## src/rtl/lmr_pkg.sv

```systemverilog
// Shared types for the legacy memory region decoder.
package lmr_pkg;
    // Target selected for one access.
    typedef enum logic [1:0] {
        ROUTE_DRAM = 2'b00,
        ROUTE_FWD  = 2'b01,
        ROUTE_DROP = 2'b10
    } route_e;

    // Which part of the legacy window an address falls in.
    typedef enum logic [1:0] {
        REGION_LOW   = 2'b00,
        REGION_VIDEO = 2'b01,
        REGION_SEG   = 2'b10,
        REGION_HIGH  = 2'b11
    } region_e;

    // Attribute codes.
    localparam logic [1:0] ATTR_OFF = 2'd0;
    localparam logic [1:0] ATTR_RO  = 2'd1;
    localparam logic [1:0] ATTR_WO  = 2'd2;
    localparam logic [1:0] ATTR_RW  = 2'd3;
endpackage

```

## src/rtl/lmr_cfg_regs.sv

```systemverilog
// Configuration register file: one high-region byte, NUM_SEG/2 segment
// bytes holding two nibble attributes each, and a video control byte.
// Assumes one byte write per cycle; reads are combinational.
module lmr_cfg_regs #(
    parameter int unsigned NUM_SEG   = 12,
    parameter logic [7:0]  HI_OFF    = 8'h59,
    parameter logic [7:0]  SEG_OFF   = 8'h5A,
    parameter logic [7:0]  CTL_OFF   = 8'h72,
    parameter logic [7:0]  CTL_RST   = 8'h02,
    parameter int unsigned HI_LSB    = 4,
    parameter int unsigned OPEN_BIT  = 6,
    parameter int unsigned SMM_BIT   = 3
) (
    input  logic                   clk,
    input  logic                   rst_n,
    input  logic                   we,
    input  logic [7:0]             addr,
    input  logic [7:0]             wdata,
    output logic [7:0]             rdata,
    output logic [1:0]             hi_attr,
    output logic [NUM_SEG*2-1:0]   seg_attr,
    output logic                   ctl_open,
    output logic                   ctl_smm
);
    localparam int unsigned NUM_BYTES = NUM_SEG / 2;

    logic [7:0]             hi_q;
    logic [7:0]             ctl_q;
    logic [NUM_BYTES*8-1:0] seg_q;

    // High-region attribute byte.
    always_ff @(posedge clk) begin
        if (!rst_n)                   hi_q <= 8'h00;
        else if (we && addr == HI_OFF) hi_q <= wdata;
    end

    // Video window control byte.
    always_ff @(posedge clk) begin
        if (!rst_n)                    ctl_q <= CTL_RST;
        else if (we && addr == CTL_OFF) ctl_q <= wdata;
    end

    generate
        for (genvar g = 0; g < NUM_BYTES; g++) begin : g_seg
            localparam logic [7:0] MY_OFF = SEG_OFF + 8'(g);
            // One segment byte holding the attributes of two segments.
            always_ff @(posedge clk) begin
                if (!rst_n)                   seg_q[g*8 +: 8] <= 8'h00;
                else if (we && addr == MY_OFF) seg_q[g*8 +: 8] <= wdata;
            end
            assign seg_attr[(2*g)*2   +: 2] = seg_q[g*8     +: 2];
            assign seg_attr[(2*g+1)*2 +: 2] = seg_q[g*8 + 4 +: 2];
        end
    endgenerate

    // Readback multiplexer; unmapped offsets read zero.
    always_comb begin
        rdata = 8'h00;
        if (addr == HI_OFF)  rdata = hi_q;
        if (addr == CTL_OFF) rdata = ctl_q;
        for (int b = 0; b < NUM_BYTES; b++) begin
            if (addr == SEG_OFF + 8'(b)) rdata = seg_q[b*8 +: 8];
        end
    end

    assign hi_attr  = hi_q[HI_LSB +: 2];
    assign ctl_open = ctl_q[OPEN_BIT];
    assign ctl_smm  = ctl_q[SMM_BIT];
endmodule

```

## src/rtl/lmr_region_sel.sv

```systemverilog
// Classifies an access address into a legacy region and picks the
// attribute that governs it. Assumes block-aligned region boundaries.
module lmr_region_sel
    import lmr_pkg::*;
#(
    parameter int unsigned ADDR_W     = 20,
    parameter int unsigned SEG_SH     = 14,
    parameter int unsigned VIDEO_BASE = 32'hA0000,
    parameter int unsigned SEG_BASE   = 32'hC0000,
    parameter int unsigned NUM_SEG    = 12
) (
    input  logic [ADDR_W-1:0]    addr,
    input  logic [1:0]           hi_attr,
    input  logic [NUM_SEG*2-1:0] seg_attr,
    output region_e              region,
    output logic [1:0]           attr
);
    localparam int unsigned BLK_W  = ADDR_W - SEG_SH;
    localparam int unsigned SIDX_W = $clog2(NUM_SEG);
    localparam logic [BLK_W-1:0] VIDEO_BLK = BLK_W'(VIDEO_BASE >> SEG_SH);
    localparam logic [BLK_W-1:0] SEG_BLK   = BLK_W'(SEG_BASE >> SEG_SH);
    localparam logic [BLK_W-1:0] HIGH_BLK  = BLK_W'((SEG_BASE >> SEG_SH) + NUM_SEG);

    logic [BLK_W-1:0]  blk;
    logic [SIDX_W-1:0] seg_idx;
    logic [SEG_SH-1:0] offs_unused;

    assign blk         = addr[ADDR_W-1:SEG_SH];
    assign offs_unused = addr[SEG_SH-1:0];

    // Region compare chain and attribute select.
    always_comb begin
        region  = REGION_LOW;
        attr    = ATTR_OFF;
        seg_idx = '0;
        if (blk >= HIGH_BLK) begin
            region = REGION_HIGH;
            attr   = hi_attr;
        end else if (blk >= SEG_BLK) begin
            region  = REGION_SEG;
            seg_idx = SIDX_W'(blk - SEG_BLK);
            for (int s = 0; s < NUM_SEG; s++) begin
                if (seg_idx == SIDX_W'(s)) attr = seg_attr[s*2 +: 2];
            end
        end else if (blk >= VIDEO_BLK) begin
            region = REGION_VIDEO;
        end
    end
endmodule

```

## src/rtl/lmr_route_map.sv

```systemverilog
// Turns region, attribute, direction and video control into a route.
// Purely combinational; no state.
module lmr_route_map
    import lmr_pkg::*;
(
    input  region_e    region,
    input  logic [1:0] attr,
    input  logic       is_write,
    input  logic       ctl_open,
    input  logic       ctl_smm,
    input  logic       smm,
    output route_e     route
);
    logic video_open;

    assign video_open = ctl_open | (smm & ctl_smm);

    // Per-region route decision.
    always_comb begin
        route = ROUTE_DRAM;
        unique case (region)
            REGION_LOW:   route = ROUTE_DRAM;
            REGION_VIDEO: route = video_open ? ROUTE_DRAM : ROUTE_FWD;
            default: begin
                unique case (attr)
                    ATTR_OFF: route = ROUTE_FWD;
                    ATTR_RO:  route = is_write ? ROUTE_DROP : ROUTE_DRAM;
                    ATTR_WO:  route = is_write ? ROUTE_DRAM : ROUTE_FWD;
                    default:  route = ROUTE_DRAM;
                endcase
            end
        endcase
    end
endmodule

```

## src/rtl/lmr_decoder.sv

```systemverilog
// Legacy memory region decoder top: register file, region classifier
// and route map. Route is combinational from the address, direction,
// mode input and registered configuration.
module lmr_decoder
    import lmr_pkg::*;
#(
    parameter int unsigned ADDR_W  = 20,
    parameter int unsigned NUM_SEG = 12
) (
    input  logic              clk,
    input  logic              rst_n,
    input  logic              cfg_we,
    input  logic [7:0]        cfg_addr,
    input  logic [7:0]        cfg_wdata,
    output logic [7:0]        cfg_rdata,
    input  logic              smm_active,
    input  logic [ADDR_W-1:0] acc_addr,
    input  logic              acc_write,
    output logic [1:0]        route
);
    logic [1:0]           hi_attr;
    logic [NUM_SEG*2-1:0] seg_attr;
    logic                 smram_open;
    logic                 smram_smm;
    region_e              region;
    logic [1:0]           attr;
    route_e               route_sel;

    lmr_cfg_regs #(.NUM_SEG(NUM_SEG)) u_regs (
        .clk      (clk),
        .rst_n    (rst_n),
        .we       (cfg_we),
        .addr     (cfg_addr),
        .wdata    (cfg_wdata),
        .rdata    (cfg_rdata),
        .hi_attr  (hi_attr),
        .seg_attr (seg_attr),
        .ctl_open (smram_open),
        .ctl_smm  (smram_smm)
    );

    lmr_region_sel #(.ADDR_W(ADDR_W), .NUM_SEG(NUM_SEG)) u_sel (
        .addr     (acc_addr),
        .hi_attr  (hi_attr),
        .seg_attr (seg_attr),
        .region   (region),
        .attr     (attr)
    );

    lmr_route_map u_map (
        .region   (region),
        .attr     (attr),
        .is_write (acc_write),
        .ctl_open (smram_open),
        .ctl_smm  (smram_smm),
        .smm      (smm_active),
        .route    (route_sel)
    );

    assign route = route_sel;
endmodule

```

## config.mk

```make
export PLATFORM = sky130hd
export DESIGN_NAME = lmr_decoder
export DESIGN_NICKNAME = d
export VERILOG_FILES = /design/src/rtl/lmr_pkg.sv /design/src/rtl/lmr_cfg_regs.sv /design/src/rtl/lmr_region_sel.sv /design/src/rtl/lmr_route_map.sv /design/src/rtl/lmr_decoder.sv
export SDC_FILE = /design/constraint.sdc
export NUM_CORES = 1
export LEC_CHECK = 0
export BUFFER_PORTS_ARGS = -buffer_cell sky130_fd_sc_hd__buf_4
export CORE_ASPECT_RATIO = 0.7
export CORE_UTILIZATION = 60
export DETAILED_ROUTE_END_ITERATION = 12
export PLACE_DENSITY = 0.83
export RECOVER_POWER = 100
export SYNTH_ARGS = -nofsm -noshare
export SYNTH_HDL_FRONTEND = slang
export SYNTH_SLANG_ARGS = --single-unit
```

## constraint.sdc

```tcl
create_clock -name clk -period 2.5 [get_ports clk]
set_input_delay 0.125 -clock clk [delete_from_list [all_inputs] [get_ports clk]]
set_output_delay 0.125 -clock clk [all_outputs]
set_load 0.01 [all_outputs]
```

==> results.tsv <==
metric	value	unit
cts_hold_buf	0	
max_stage_delay	0.46	ns
dieArea	6140	sq um
async_flop_share	0	
yosysSeqAreaShare	0.366	
drt-vias-per-instance	6.21	
end_kind	output port	
grt_usage	0.310	
fin_crit_sh	0.908	
grt_overflow	0	
power.leakage	1.47	nW
vias	2966	
skew	0	ns
grt_pass1_wl	14.2	mm
ir_drop	0.000401	V
rsz0062_at_grt	no	
diodes	0	
wl_met3	743	um
slowest_stage	mux4_2	
power	1.94	mW
cp.arrival	2.14	ns
rows	22	
dr.first_iter.drc_count	328	
worst_pin_slew	0.671	ns
crit_fanout	3	
clk_pin_slew_worst_paths	0.07	ns
root_buffer	clkbuf_8	
routedWlPerCell	18.2	um
timing.hold.ws	0.0890	ns
grt_max_degree	65	
die_w	93.3	um
avgSynthCellArea	8.99	sq um
timing_worst_setup_path_type	reg2out	
cts_tree	yes	
drc	0	
die_h	65.9	um
htreeDepth	3	
drt-met1-wl	4.04	mm
ys.flop_type	dfxtp_1	
gp_congestion	0.838	
synthToLayoutAreaGrowth	9.73	%
wl_met2	3.79	mm
synth_edf_count	0	
worstSetupStartpointType	flip-flop	
hpwl	6.03	mm
highest_layer	met4	
antenna_found_initial	0	
ios	51	
syn_area	3500	sq um
wl	8.71	mm
netlist_instances	389	
setup_tns	0	ns
max_cap_viol_count	0	
crit_chain	mux4_2 > or2_0 > a311oi_1 > o211ai_1 > a22oi_2 > buf_4	
worstPathRequired	2.38	ns
slew_viol_final	0	
nNetsFinal	443	
insertion_delay	0.34	ns
numCtsBuffers	9	
relSlewSlack	0.553	
utilization	0.708	
syn_nets	430	
post_cts_resized	0	
grt_pass1_vias	2768	
nFillCells	460	
power_density	505	nW/um^2
hold_class	in2reg	
clk_path_buf_depth	2	
firstDrtPassIters	5	
fmax	0.441	GHz
portBuffers	36	
postRouteAntennaNets	0	
yosys_warnings	0	
ys_types	51	
setup_viol	0	
min_period	2.27	ns
initial_utilization	0.645	
outcome	finished, final reports clean	
post_cts_buffers	0	
core_area	5420	sq um
ys_ff_latch	64	
drive_gt1_frac	0.148	
cts_sinks	64	
finalHoldViolCount	0	
## per-stage QoR
stage	area [sq um]	std cells	setup WS [ns]
5_1_grt	3840	478	0.0950
2_1_floorplan	3500	389	0.849
3_3_place_gp	3720	463	0.580
4_1_cts	3870	478	0.273
3_5_place_dp	3720	463	0.569
6_report	3840	478	0.230
## worst max-delay path, delay by kind of cell (launching register included)
family,cells,cell delay (ns)
and+or+nand+nor,1,0.21
DFF,1,0.35
AOI/OAI and AO/OA,3,0.64
buffers and inverters,1,0.14
muxes,1,0.46
## report_power, final
group	switching (mW)	internal [mW]	total (mW)
registers	0.000887	1.02	1.02
clock network	0.389	0.349	0.738
logic	0.104	0.0749	0.179
total	0.494	1.44	1.94
## layout make-up
cell class | instances | area [sq um] | area share
multi-input combinational | 282 | 2010 | 0.523
sequential | 64 | 1280 | 0.334
timing repair buffer | 40 | 287 | 0.0747
clock buffer | 11 | 131 | 0.0342
tap | 72 | 90.1 | 0.0235
clock inverter | 4 | 22.5 | 0.00587
inverter | 5 | 18.8 | 0.00489
## sequential cells by signal, indices dropped and copies added, names as in the netlist
register / cells
u_regs.ctl_q: 8
u_regs.hi_q: 8
u_regs.seg_q: 24
u_regs.seg_attr: 24
## synth_stat cells (all sizes together) (3+ instances only)
library cell | n | area [sq um]
dfxtp | 64 | 1280
mux2i | 51 | 510
nor2b | 48 | 300
nand2 | 42 | 158
o21ai | 26 | 130
a21boi | 22 | 165
buf | 19 | 100
clkbuf | 19 | 71.3
nand3 | 13 | 75.1
a21oi | 9 | 45.0
a211oi | 7 | 52.6
mux4 | 7 | 158
nor2 | 7 | 28.8
inv | 5 | 18.8
a22o | 4 | 35.0
a22oi | 4 | 35.0
and3 | 4 | 25.0
a2bb2oi | 3 | 26.3
## final timing paths
path | from | to | slack [ns] | depth (start not counted)
min reg2reg | u_regs.seg_q[43] | u_regs.seg_q[43] | 0.47 | 2
max reg2reg | u_regs.seg_attr[13] | u_regs.seg_attr[13] | 1.76 | 2
max | u_regs.seg_attr[2] | route[0] | 0.23 | 6
min | cfg_wdata[5] | u_regs.seg_attr[23] | 0.09 | 3
## metal layers
| metal | global-route usage | vias up |
|---|---|---|
| li1 | - | 1400 |
| met1 | 0.431 | 1411 |
| met2 | 0.462 | 138 |
| met3 | 0.103 | 17 |
| met4 | 0.0769 | 0 |
| met5 | 0 | - |
## cells by family (layout without fill, tap and decap cells)
kind of cell / count (synthesis) / in the layout / share of synthesized area
multiplexers: 60 / 60 / 0.197
AND/OR/NAND/NOR: 133 / 133 / 0.209
flip-flops: 64 / 64 / 0.366
buffers and inverters: 43 / 60 / 0.0544
AO/OA/AOI/OAI: 89 / 89 / 0.173
## layout by cell type, fill, tap and decap left out, types with 2 or more instances in the layout
cell       count
a22oi_1        3
nor2_1         7
clkbuf_8       9
nor3_1         2
mux2_1         2
and3_1         4
nor3b_1        2
a31oi_1        2
nor4b_1        2
a22o_1         4
a21oi_1        9
mux4_2         7
buf_4         35
mux2i_1       51
a21boi_1       4
nand3_1       13
and4_1         2
nand3b_1       2
a21boi_0      18
nand2_1       42
o22ai_1        2
a2bb2oi_1      3
nand2b_1       2
a211oi_1       7
dfxtp_1       64
inv_1          4
clkbuf_1       5
nor2b_1       48
o21ai_1        5
clkinv_2       3
o21ai_0       21
(Power assumes the default switching activity.)
